### src/rtl/camfmt_pkg.sv
package camfmt_pkg;
  localparam int PIX_W    = 16;
  localparam int BYTE_W   = 8;
  localparam int COL_W    = 12;
  localparam int DIVLOG_W = 2;
  localparam int PH_W     = 2;

  typedef struct packed {
    logic [COL_W-1:0]    act;
    logic [COL_W-1:0]    total;
    logic [DIVLOG_W-1:0] div_log;
  } line_geom_t;

  function automatic line_geom_t geom_of(input logic [2:0] code);
    line_geom_t g;
    case (code)
      3'd1:    g = '{act: 12'd1280, total: 12'd1392, div_log: 2'd1};
      3'd2:    g = '{act: 12'd704,  total: 12'd1392, div_log: 2'd1};
      3'd3:    g = '{act: 12'd640,  total: 12'd696,  div_log: 2'd2};
      3'd4:    g = '{act: 12'd352,  total: 12'd696,  div_log: 2'd2};
      3'd5:    g = '{act: 12'd320,  total: 12'd696,  div_log: 2'd2};
      3'd6:    g = '{act: 12'd256,  total: 12'd696,  div_log: 2'd2};
      default: g = '{act: 12'd2560, total: 12'd2784, div_log: 2'd0};
    endcase
    return g;
  endfunction

  function automatic logic [BYTE_W-1:0] pick_byte(input logic [PIX_W-1:0] p,
                                                  input logic rgb, input logic second);
    // colour layout sends low half first, luma/chroma layout high half first
    if (rgb ^ second) return p[BYTE_W-1:0];
    else              return p[PIX_W-1:BYTE_W];
  endfunction
endpackage

### src/rtl/camfmt_clkdiv.sv
module camfmt_clkdiv
  import camfmt_pkg::*;
(
  input  logic                clk,
  input  logic                rst_n,
  input  logic [DIVLOG_W-1:0] div_log,
  input  logic                pol,
  output logic                stb,
  output logic                dclk_o
);
  logic [PH_W-1:0] ph;
  logic [PH_W:0]   dv;
  logic [PH_W-1:0] last;
  logic [PH_W-1:0] half;

  assign dv   = {{PH_W{1'b0}}, 1'b1} << div_log;
  assign last = dv[PH_W-1:0] - 1'b1;
  assign half = dv[PH_W:1];
  assign stb  = (ph == '0);

  always_ff @(posedge clk or negedge rst_n) begin
    if (!rst_n) begin
      ph     <= '0;
      dclk_o <= 1'b0;
    end else begin
      ph <= (ph >= last) ? '0 : ph + 1'b1;
      if (stb)             dclk_o <= ~pol;
      else if (ph == half) dclk_o <= pol;
    end
  end
endmodule

### src/rtl/camfmt_raster.sv
module camfmt_raster
  import camfmt_pkg::*;
#(
  parameter int ACT_LINES   = 1024,
  parameter int TOTAL_LINES = 1052,
  parameter int LINE_W      = 11
) (
  input  logic                clk,
  input  logic                rst_n,
  input  logic                stb,
  input  logic [2:0]          cfg_size,
  input  logic                cfg_rgb,
  output logic [DIVLOG_W-1:0] div_log,
  output logic                rgb,
  output logic                slot_act,
  output logic                line_act,
  output logic                odd_byte
);
  logic [COL_W-1:0]  col;
  logic [LINE_W-1:0] line;
  logic [2:0]        cur_size;
  logic              cur_rgb;
  logic              frame_top;
  line_geom_t        geom;

  assign frame_top = (col == '0) && (line == '0);
  assign geom      = geom_of(frame_top ? cfg_size : cur_size);
  assign rgb       = frame_top ? cfg_rgb : cur_rgb;
  assign div_log   = geom.div_log;
  assign line_act  = int'(line) < ACT_LINES;
  assign slot_act  = line_act && (col < geom.act);
  assign odd_byte  = col[0];

  always_ff @(posedge clk or negedge rst_n) begin
    if (!rst_n) begin
      col      <= '0;
      line     <= '0;
      cur_size <= '0;
      cur_rgb  <= 1'b0;
    end else if (stb) begin
      if (frame_top) begin
        cur_size <= cfg_size;
        cur_rgb  <= cfg_rgb;
      end
      if (col == geom.total - 1'b1) begin
        col  <= '0;
        line <= (int'(line) == TOTAL_LINES - 1) ? '0 : line + 1'b1;
      end else begin
        col <= col + 1'b1;
      end
    end
  end
endmodule

### src/rtl/camfmt_packer.sv
module camfmt_packer
  import camfmt_pkg::*;
(
  input  logic              clk,
  input  logic              rst_n,
  input  logic              stb,
  input  logic              slot_act,
  input  logic              odd_byte,
  input  logic              rgb,
  input  logic              in_valid,
  output logic              in_ready,
  input  logic [PIX_W-1:0]  in_pix,
  output logic [BYTE_W-1:0] dout,
  output logic              underrun
);
  logic [PIX_W-1:0] held;
  logic             have;

  assign in_ready = rst_n && stb && slot_act && !odd_byte;

  always_ff @(posedge clk or negedge rst_n) begin
    if (!rst_n) begin
      held     <= '0;
      have     <= 1'b0;
      dout     <= '0;
      underrun <= 1'b0;
    end else if (stb) begin
      if (!slot_act) begin
        dout <= '0;
        have <= 1'b0;
      end else if (!odd_byte) begin
        if (in_valid) begin
          held <= in_pix;
          have <= 1'b1;
          dout <= pick_byte(in_pix, rgb, 1'b0);
        end else begin
          have     <= 1'b0;
          underrun <= 1'b1;
        end
      end else if (have) begin
        dout <= pick_byte(held, rgb, 1'b1);
      end
    end
  end
endmodule

### src/rtl/camfmt_top.sv
module camfmt_top
  import camfmt_pkg::*;
#(
  parameter int ACT_LINES   = 1024,
  parameter int TOTAL_LINES = 1052
) (
  input  logic              clk,
  input  logic              rst_n,
  input  logic [2:0]        cfg_size,
  input  logic              cfg_rgb,
  input  logic              cfg_pol,
  input  logic              in_valid,
  output logic              in_ready,
  input  logic [PIX_W-1:0]  in_pix,
  output logic [BYTE_W-1:0] dout,
  output logic              dclk_o,
  output logic              dclk_en,
  output logic              hblk,
  output logic              vblk,
  output logic              underrun
);
  localparam int LINE_W = (TOTAL_LINES > 1) ? $clog2(TOTAL_LINES) : 1;

  logic                stb;
  logic [DIVLOG_W-1:0] div_log;
  logic                rgb;
  logic                slot_act;
  logic                line_act;
  logic                odd_byte;

  camfmt_clkdiv u_div (
    .clk(clk), .rst_n(rst_n), .div_log(div_log), .pol(cfg_pol),
    .stb(stb), .dclk_o(dclk_o)
  );

  camfmt_raster #(.ACT_LINES(ACT_LINES), .TOTAL_LINES(TOTAL_LINES), .LINE_W(LINE_W)) u_ras (
    .clk(clk), .rst_n(rst_n), .stb(stb), .cfg_size(cfg_size), .cfg_rgb(cfg_rgb),
    .div_log(div_log), .rgb(rgb), .slot_act(slot_act), .line_act(line_act),
    .odd_byte(odd_byte)
  );

  camfmt_packer u_pack (
    .clk(clk), .rst_n(rst_n), .stb(stb), .slot_act(slot_act), .odd_byte(odd_byte),
    .rgb(rgb), .in_valid(in_valid), .in_ready(in_ready), .in_pix(in_pix),
    .dout(dout), .underrun(underrun)
  );

  always_ff @(posedge clk or negedge rst_n) begin
    if (!rst_n) begin
      dclk_en <= 1'b0;
      hblk    <= 1'b0;
      vblk    <= 1'b0;
    end else begin
      dclk_en <= stb;
      if (stb) begin
        hblk <= slot_act;
        vblk <= line_act;
      end
    end
  end
endmodule

### config.mk
export PLATFORM = sky130hd
export DESIGN_NAME = camfmt_top
export DESIGN_NICKNAME = d
export VERILOG_FILES = /design/src/rtl/camfmt_pkg.sv /design/src/rtl/camfmt_clkdiv.sv /design/src/rtl/camfmt_raster.sv /design/src/rtl/camfmt_packer.sv /design/src/rtl/camfmt_top.sv
export SDC_FILE = /design/constraint.sdc
export NUM_CORES = 1
export LEC_CHECK = 0
export ABC_AREA = 1
export BUFFER_PORTS_ARGS = -buffer_cell sky130_fd_sc_hd__buf_2
export CORE_UTILIZATION = 50
export DETAILED_ROUTE_END_ITERATION = 12
export GPL_TIMING_DRIVEN = 0
export HOLD_SLACK_MARGIN = 0.05
export PLACE_DENSITY = 0.72
export SLEW_MARGIN = 20
export SYNTH_ARGS = -nofsm -noshare
export SYNTH_HDL_FRONTEND = slang
export SYNTH_SLANG_ARGS = --single-unit
### constraint.sdc
create_clock -name clk -period 4.2 [get_ports clk]
set_clock_uncertainty 0.1 [all_clocks]
set_input_delay 0.21 -clock clk [delete_from_list [all_inputs] [get_ports clk]]
set_output_delay 0.21 -clock clk [all_outputs]
set_load 0.1 [all_outputs]
==> metrics, run 1 <==
status completed; cell count along the critical path 21; Reg power frac 0.470; Hold Fails Final Rpt 0; net total in the final layout ~670; overall die height approximately 91 microns; Row Count 32; effective utilization at floorplan 0.517; Congestion Overflow GR 0; Final min period 3.92 ns; Starting DRT DRC Count about 220; Final setup viols 0; RSZ-0062 raised after global routing no; CP Launch Point u_ras.col[0]; die area around 0.0083 sq mm; Crit Path Class register to output port; fraction of layout cells with a size suffix above 1 0.195; Detailed Place HPWL 7390 microns; combinational power share 0.119; Max Fclk about 260 MHz; Routed WL 10300 microns; internal power around 0.9 mW; reg-to-reg startpoint u_ras.col[0]; Synth async-reset ratio 1.00; via count between 3000 and 4000; worst-case clock buffer depth 2; Synth Cell Area around 0.004 sq mm; Primary FF master, synth dfrtp_1; Hold WC Path Type primary input to register; area grow syn2layout 20.4%; Crit path buffers/inverters 4; Max-slew headroom 0.673; Clk pwr share 0.411; critical path endpoint in_ready; EDFF count, synth 0; Inserted Diodes 0; met3 Usage GRT 0.0436; Switching Share 0.293; largest net degree at the start of global routing 38; Remaining DRCs 0; gp weighted congestion roughly 0.9; met1 usage 0.339; CP endpoint kind output port; worst-margin pin slew about 0.5 ns; max incr delay on CP roughly 0.45 ns; Ys Warns 0; clock-pin slew on the worst setup and hold paths approximately 0.07 ns; post-DR wirelength/cell roughly 14 microns; # fillers between 600 and 700; most frequent cell on the critical path nand2_1; Slew Viols, Final 0; antenna-violating nets left 0; Period Utilization, post-route 0.934; Top Ports 38; Worst Path Required a little under 4 ns; post-route cell area 0.00481 sq mm; MaxCap Viol Count 0; synthesized area per cell about 7.1 sq um; Clk Latency, worst-skew pair about 0.36 ns; GR peak layer met2; FF-to-FF setup slack 0.37 ns; Num Clock Sinks 59; first-pass GRT wire length roughly 17000 microns; DRT Pass-1 Iters 5; net load switching power 0.375 mW; vias in the first global route between 3000 and 4000; core footprint around 0.0077 sq mm; DR vias/cell about 5.2; register area share after synthesis 0.370; PD cells ~270 mW/mm^2; DP Cell Count 700; total track usage 0.271; syn_nets about 600; reg-to-reg endpoint u_pack.held[10]; leakage around 2.4 nW; count of cell types in the netlist between 40 and 50; Hold Slack 0.106 ns; PortBufs 37; total CTS buffers 9; Worst Reg-to-Reg Cells 23; initial antenna violation count 0; critical path's top delay family simple AND/OR/NAND/NOR gates; CP arrival 3.61 ns; Crit Path Max Fanout 6; H-tree levels 3; CTS tree yes; DP Area approximately 0.0043 sq mm; CP Launch Type register; M2 GR Usage 0.460; Synth Register Bits 59; final non-filler cell total around 740; clk root buf clkbuf_8; Worst IR Drop VDD ~240 uV; Die Wd between 90 and 100 microns; Synth Instances 560; cell chain of the critical path inv_2, ha_1, inv_1, nor2_1, nand2_1, nor2_4, nand3_2, nand2_1, nand2_2, nand2_1, nand2_1, nand2_2, nand2_4, nor2_1, inv_1, ha_4, a211o_1, a221oi_4, nand2_4, nor2_4, buf_12; slowest CP cell dfrtp_2
==> cell usage in the layout (no fill, tap or decap), types with 7 or more instances in the layout <==
cell and n:
inv_1 83, inv_2 8, o21ai_1 22, nor3_1 8, nand4_1 14, dlygate4sd3_1 18, nand3_1 46, buf_4 8
nor2_1 56, buf_2 41, xor2_1 7, clkbuf_8 9, nand2_1 137, o21ai_0 29, ha_1 12, nand2_2 12
nor2_4 8, dfrtp_1 58
==> registers in the layout, summed over array words and instances (netlist names) <==
signal and flops:
u_pack.have 1, u_div.ph 2, u_ras.cur_size 3, u_pack.underrun 1, hblk 1, u_pack.held 16
u_ras.cur_rgb 1, u_ras.line 11, vblk 1, u_ras.col 12, u_pack.dout 8, dclk_en 1
u_div.dclk_o 1
==> layout make-up <==
cell class / instances / area (sq um) / share of cell area
inverter: 92 / 345 / 0.0718
multi-input combinational: 393 / 2130 / 0.443
sequential: 59 / 1480 / 0.307
buffer: 14 / 87.6 / 0.0182
clock buffer: 9 / 124 / 0.0258
timing repair buffer: 62 / 448 / 0.0932
clock inverter: 7 / 68.8 / 0.0143
tap: 102 / 128 / 0.0265
==> Yosys cell counts (all sizes together) (2+ instances only) <==
master / count / share of area
a21oi: 4 / 0.0050
buf: 11 / 0.019
clkbuf: 5 / 0.0047
dfrtp: 59 / 0.37
ha: 13 / 0.041
inv: 91 / 0.086
nand2: 152 / 0.15
nand3: 54 / 0.081
nand3b: 3 / 0.0056
nand4: 16 / 0.030
nor2: 69 / 0.080
nor3: 9 / 0.014
nor4: 2 / 0.0031
o211ai: 3 / 0.0069
o21ai: 53 / 0.068
or2: 2 / 0.0031
xor2: 7 / 0.015
==> timing repair <==
action,CTS,global route
setup buffers,2,4
endpoints found under the hold margin,76,0
hold buffers,18,0
pin swaps,0,1
endpoints found under the setup margin,45,25
resized for setup,8,5
==> worst min-delay path, stage by stage <==
cell and delay, ns:
buf_2 0.10, nor2_1 0.06, nand3_1 0.09, o21bai_1 0.07
==> power groups by stage <==
stage	clock network (mW)	logic (mW)	registers, mW
3_5_place_dp	0	0.139	0.613
2_1_floorplan	0	0.0382	0.668
4_1_cts	0.535	0.153	0.602
3_3_place_gp	0	0.135	0.612
5_1_grt	0.552	0.166	0.605
6_report	0.527	0.152	0.602
==> cell families after synthesis <==
family | share of synthesized area
AND/OR/NAND/NOR | 0.372
adder cells (fa/ha/maj) | 0.0407
AO/OA/AOI/OAI | 0.0924
XOR/XNOR | 0.0154
flip-flops | 0.370
buffers and inverters | 0.110
==> per-stage QoR <==
stage / TNS [ns] / worst slack, ns / util / power, mW
6_report: 0 / 0.278 / 0.622 / 1.28
5_1_grt: 0 / 0.0587 / 0.622 / 1.32
3_5_place_dp: -13.48 / -0.763 / 0.562 / 0.752
2_1_floorplan: 0 / 0.0508 / - / 0.706
4_1_cts: 0 / 0.00778 / 0.615 / 1.29
3_3_place_gp: -9.12 / -0.678 / 0.559 / 0.747
==> layer usage <==
layer  routed length [microns]  share of wire  vias up
li1                          -              -     1926
met1                      4570           0.44     1811
met2                      5080           0.49      100
met3                       438          0.042       18
met4                       238          0.023        0
met5                         0              0        -
==> how the worst min path moves through the flow <==
stage               cells after the start         from                 to
floorplan                               0        rst_n            dclk_en
global placement                        1  u_div.ph[0]        u_div.ph[0]
detailed placement                      1        rst_n  u_ras.cur_size[0]
CTS                                     4     in_valid    u_pack.underrun
global route                            4     in_valid    u_pack.underrun
finish                                  4     in_valid    u_pack.underrun
No activity file was read; power rests on OpenSTA's default activity.
==> run 2: changes to the inputs <==
- HOLD_SLACK_MARGIN: 0.05 -> not set
- PLACE_DENSITY: 0.72 -> 0.83
==> run 2 against run 1 <==
Effect of this change: global-route usage fell by 1.2 points; clock-buffer cell count unchanged; worst setup slack lost 0.030 ns; die area stayed put; critical path depth did not move; critical endpoint unchanged; largest cell class unchanged; highest routed layer unchanged.
==> metrics, run 2 (synthesis results as in run 1) <==
status completed; worst-margin pin slew roughly 0.8 ns; Crit Path Max Fanout 10; die area 0.00835 sq mm; sequential standard cell area between 0.001 and 0.0015 sq mm; DR vias/cell ~5.3; Hold WC Path Type primary input to register; post-DR wirelength/cell around 14 microns; post-route cell area approximately 0.0047 sq mm; CP Launch Point u_ras.line[0]; CP Launch Type register; fraction of layout cells with a size suffix above 1 0.197; overall die height just over 90 microns; Max-slew headroom 0.475; DP Area roughly 0.0043 sq mm; Final setup viols 0; commonest non-fill, non-tap cell in the layout nand2_1; most frequent cell on the critical path inv_1; Detailed Place HPWL 7140 microns; DRT Pass-1 Iters 4; critical path's top delay family simple AND/OR/NAND/NOR gates; largest net degree at the start of global routing 61; Row Count 32; cell chain of the critical path inv_1, ha_1, inv_1, nor2_1, nand2_1, nor2_4, nand3_2, nand2_1, nand2_2, nand3_1, nand2_2, inv_2, nand2_4, nor2_1, inv_1, ha_4, a211o_1, a221oi_4, nand2_4, nor2_4, buf_12; effective utilization at floorplan 0.517; PortBufs 37; Worst IR Drop VDD between 200 and 300 uV; Max Fclk approximately 250 MHz; max incr delay on CP just over 0.4 ns; H-tree levels 3; Hold Fails Final Rpt 0; core footprint between 0.007 and 0.008 sq mm; clk root buf clkbuf_8; Clk Latency, worst-skew pair around 0.35 ns; Crit Path Class register to output port; reg-to-reg startpoint u_ras.line[0]; initial antenna violation count 0; Die Wd between 90 and 100 microns; Most flops, register u_pack.held; Congestion Overflow GR 0; gp weighted congestion about 0.9; antenna-violating nets left 0; total track usage 0.259; Slew Viols, Final 0; Inserted Diodes 0; CP arrival 3.64 ns; max reg flops 16; PD cells 298 mW/mm^2; net total in the final layout 651; first-pass GRT wire length ~17000 microns; # fillers about 700; Period Utilization, post-route 0.941; vias in the first global route between 3000 and 4000; area grow syn2layout 17.4%; final core utilization 0.607; Largest regs u_pack.held: 16 flops, u_ras.col: 12 flops, u_ras.line: 11 flops; Routed WL about 10000 microns; Final min period 3.95 ns; CP endpoint kind output port; min-delay src in_pix[12]; total CTS buffers 9; via count 3836; final non-filler cell total ~720; slowest CP cell dfrtp_1; Worst Path Required 3.89 ns; leakage 2.33 nW; Remaining DRCs 0; worst-case clock buffer depth 2; Crit path buffers/inverters 5; clock-pin slew on the worst setup and hold paths roughly 0.08 ns; MaxCap Viol Count 0; Starting DRT DRC Count 227; area of the multi-input gates between 0.002 and 0.0025 sq mm; CTS tree yes; DP Cell Count around 700; most frequent cells in the layout 137 x nand2_1, 83 x inv_1, 58 x dfrtp_1; Num Clock Sinks 59; Top Ports 38
run 2: final timing paths:
path | end | slack [ns] | depth (start not counted)
max in group asynchronous | u_ras.col[0] | 3.05 | 2
worst max register to register | u_pack.held[8] | 0.36 | 23
worst max-delay path | in_ready | 0.25 | 21
min in group asynchronous | u_ras.cur_size[2] | 0.35 | 2
worst min-delay path | u_pack.held[12] | 0.009 | 3
worst min register to register | u_div.ph[0] | 0.35 | 1
run 2: final cells by class:
type,instances,area share
Buffer,14,0.0184
Clock buffer,9,0.0264
Clock inverter,7,0.0267
Inverter,92,0.0736
Multi-Input combinational cell,393,0.455
Sequential cell,59,0.315
Tap cell,102,0.0272
Timing Repair Buffer,45,0.0571
run 2: per-layer routing:
metal	global-route usage	up-vias	routed length [microns]
li1	-	1891	-
met1	0.329	1805	4430
met2	0.420	111	4730
met3	0.0444	29	441
met4	0.140	0	357
met5	0	-	0
run 2: worst reg2reg max path: cells and delay by family, from the launching register on:
kind / cells / cell delay [ns]
compound gates: 3 / 0.66
simple gates: 12 / 1.30
flops: 1 / 0.41
fa+ha+maj: 2 / 0.47
buf+inv: 6 / 0.82
run 2: report_power, final:
part | switching (mW) | internal [mW] | total (mW)
combinational | 0.104 | 0.0340 | 0.138
clock | 0.261 | 0.399 | 0.660
sequential | 0.0119 | 0.590 | 0.602
run 2: repair_timing:
item,4_1_cts,5_1_grt
pin swaps,0,1
resized for setup,8,4
endpoints found under the setup margin,45,25
buffers inserted,2,4
endpoints found under the hold margin,60,0
hold buffers,2,0
run 2: stage by stage:
stage | total power, mW | hold slack (ns) | worst slack (ns) | TNS [ns]
after floorplan | 0.706 | -0.186 | 0.0508 | 0
after global placement | 0.746 | 0.314 | -0.678 | -8.77
after detailed placement | 0.749 | 0.243 | -0.753 | -11.96
after global routing | 1.44 | 0.0235 | -0.00445 | -0.00445
final | 1.40 | 0.00897 | 0.249 | 0
after CTS | 1.41 | 0.00462 | 0.00751 | 0
==> run 3: changes to the inputs <==
- PLACE_DENSITY: 0.83 -> 0.8
- clock period: 4.2 -> 4.08 ns (I/O delays scaled with it)
==> run 3 against run 2 <==
Effect of this change: critical path depth did not move; via count barely moved; cell count fell by 0.14%; non-clock buffer count fell by 1; largest power group is now registers; highest routed layer unchanged.
==> metrics, run 3 (synthesis results as in run 1) <==
post-DR wirelength/cell ~14 microns; core footprint between 0.007 and 0.008 sq mm; most frequent cells in the layout 137 x nand2_1, 83 x inv_1, 58 x dfrtp_1; Row Count 32; Slew Viols, Final 0; net total in the final layout 650; Reg power frac 0.476; effective utilization at floorplan 0.517; Worst Path Required around 3.8 ns; reg-to-reg startpoint u_ras.line[0]; internal power approximately 0.93 mW; Final min period 3.86 ns; GR peak layer met2; leakage 2.31 nW; Worst Reg-to-Reg Cells 23; Die Wd 91.4 microns; Routed WL ~9900 microns; CP Launch Type register; initial antenna violation count 0; die area approximately 0.0083 sq mm; Inserted Diodes 0; DR vias/cell ~5.3; status completed; fraction of layout cells with a size suffix above 1 0.196; Clk Latency, worst-skew pair about 0.34 ns; area grow syn2layout 16.1%; post-route cell area approximately 0.0046 sq mm; largest net degree at the start of global routing around 60; Num Clock Sinks just under 60; total CTS buffers 9; Most flops, register u_pack.held; total power 1.30 mW; met1 usage 0.330; Remaining DRCs 0; overall die height a little over 90 microns; PortBufs 37; Period Utilization, post-route 0.946; clk root buf clkbuf_8; Max-slew headroom 0.495; net load switching power around 0.38 mW; # fillers ~700; CP endpoint kind output port; clock-pin slew on the worst setup and hold paths 0.08 ns; Hold WC Path Type primary input to register; Max Fclk approximately 260 MHz; total track usage 0.258; DRT Pass-1 Iters 5; reg-to-reg endpoint u_pack.held[10]; gp weighted congestion 0.933; met3 Usage GRT 0.0503; first-pass GRT wire length about 17000 microns; Clk pwr share 0.415; critical path endpoint in_ready; RSZ-0062 raised after global routing no; commonest non-fill, non-tap cell in the layout nand2_1; worst-margin pin slew between 0.7 and 0.8 ns; worst-case clock buffer depth 2; H-tree levels 3; Congestion Overflow GR 0; combinational power share 0.109; Starting DRT DRC Count ~220; CP Launch Point u_ras.line[0]; Detailed Place HPWL 7350 microns; antenna-violating nets left 0; max reg flops 16; Crit Path Max Fanout 6; Switching Share 0.288; CTS tree yes; vias in the first global route approximately 3600; Largest regs u_pack.held: 16 flops, u_ras.col: 12 flops, u_ras.line: 11 flops; Crit Path Class register to output port; DP Area around 0.0043 sq mm; Hold Fails Final Rpt 0; Top Ports 38; M2 GR Usage 0.432; CP arrival 3.56 ns; Final setup viols 0; MaxCap Viol Count 0; Worst IR Drop VDD between 200 and 250 uV; via count roughly 3800; FF-to-FF setup slack around 0.30 ns; PD cells ~280 mW/mm^2
==> run 3: changes by cell type in the layout (fill, tap and decap cells not counted), sizes merged <==
cell and delta:
bufinv -2, clkinv +1, dlygate4sd3 +1, buf -2
clkinvlp +1
==> run 3: timing repair <==
item                                   CTS  global route
endpoints found under the hold margin   61             0
gates resized for setup                  8             5
pin swaps                                0             1
setup buffers                            3             1
setup endpoints to repair               45            22
hold buffers                             3             0
==> run 3: layout make-up <==
type | count | area (sq um) | area share
Clock buffer | 9 | 124 | 0.0267
Tap cell | 102 | 128 | 0.0275
Sequential cell | 59 | 1480 | 0.319
Clock inverter | 7 | 77.6 | 0.0167
Inverter | 92 | 345 | 0.0745
Timing Repair Buffer | 44 | 263 | 0.0566
Buffer | 14 | 87.6 | 0.0189
Multi-Input combinational cell | 393 | 2140 | 0.460
==> run 3: critical path: stages (launching register included) <==
cell	delay [ns]
dfrtp_1	0.41
inv_1	0.09
ha_1	0.21
inv_1	0.05
nor2_1	0.08
nand2_1	0.09
nor2_4	0.15
nand3_2	0.11
nand2_1	0.11
nand2_2	0.13
nand3_1	0.13
nand2_2	0.08
inv_2	0.10
nand2_4	0.08
nor2_1	0.09
inv_1	0.09
ha_4	0.24
a211o_1	0.33
a221oi_4	0.24
nand2_4	0.08
nor2_4	0.14
buf_12	0.18
==> run 3: layer usage <==
layer / up-vias / part of all wire
li1: 1889 / -
met3: 12 / 0.056
met5: - / 0
met2: 132 / 0.49
met4: 0 / 0.015
met1: 1800 / 0.44
==> run 3: how the worst min path moves through the flow <==
stage,endpoint,cells past startpoint,slack (ns),startpoint
3_3_place_gp,u_div.ph[0],1,0.32,u_div.ph[0]
5_1_grt,u_pack.held[3],3,0.02,in_pix[3]
6_report,u_pack.held[5],3,0.01,in_pix[5]
4_1_cts,u_pack.held[5],3,0.0007,in_pix[5]
3_5_place_dp,u_ras.cur_size[2],1,0.23,rst_n
2_1_floorplan,dclk_en,0,-0.19,rst_n
==> run 3: power groups by stage <==
| stage | sequential [mW] | combinational, mW | clock (mW) |
|---|---|---|---|
| final | 0.620 | 0.142 | 0.542 |
| after global routing | 0.622 | 0.156 | 0.579 |
| after CTS | 0.620 | 0.144 | 0.555 |
| after detailed placement | 0.631 | 0.141 | 0 |
| after global placement | 0.630 | 0.139 | 0 |
| after floorplan | 0.688 | 0.0393 | 0 |
==> run 3: through the flow <==
stage	hold slack, ns	TNS, ns	util	setup WS (ns)	instances
4_1_cts	0.000732	0	0.596	0.0190	719
5_1_grt	0.0150	0	0.600	0.0163	720
6_report	0.0133	0	0.600	0.219	720
3_5_place_dp	0.229	-18.80	0.560	-0.776	699
3_3_place_gp	0.315	-12.88	0.559	-0.667	699
2_1_floorplan	-0.192	0	-	0.00892	560
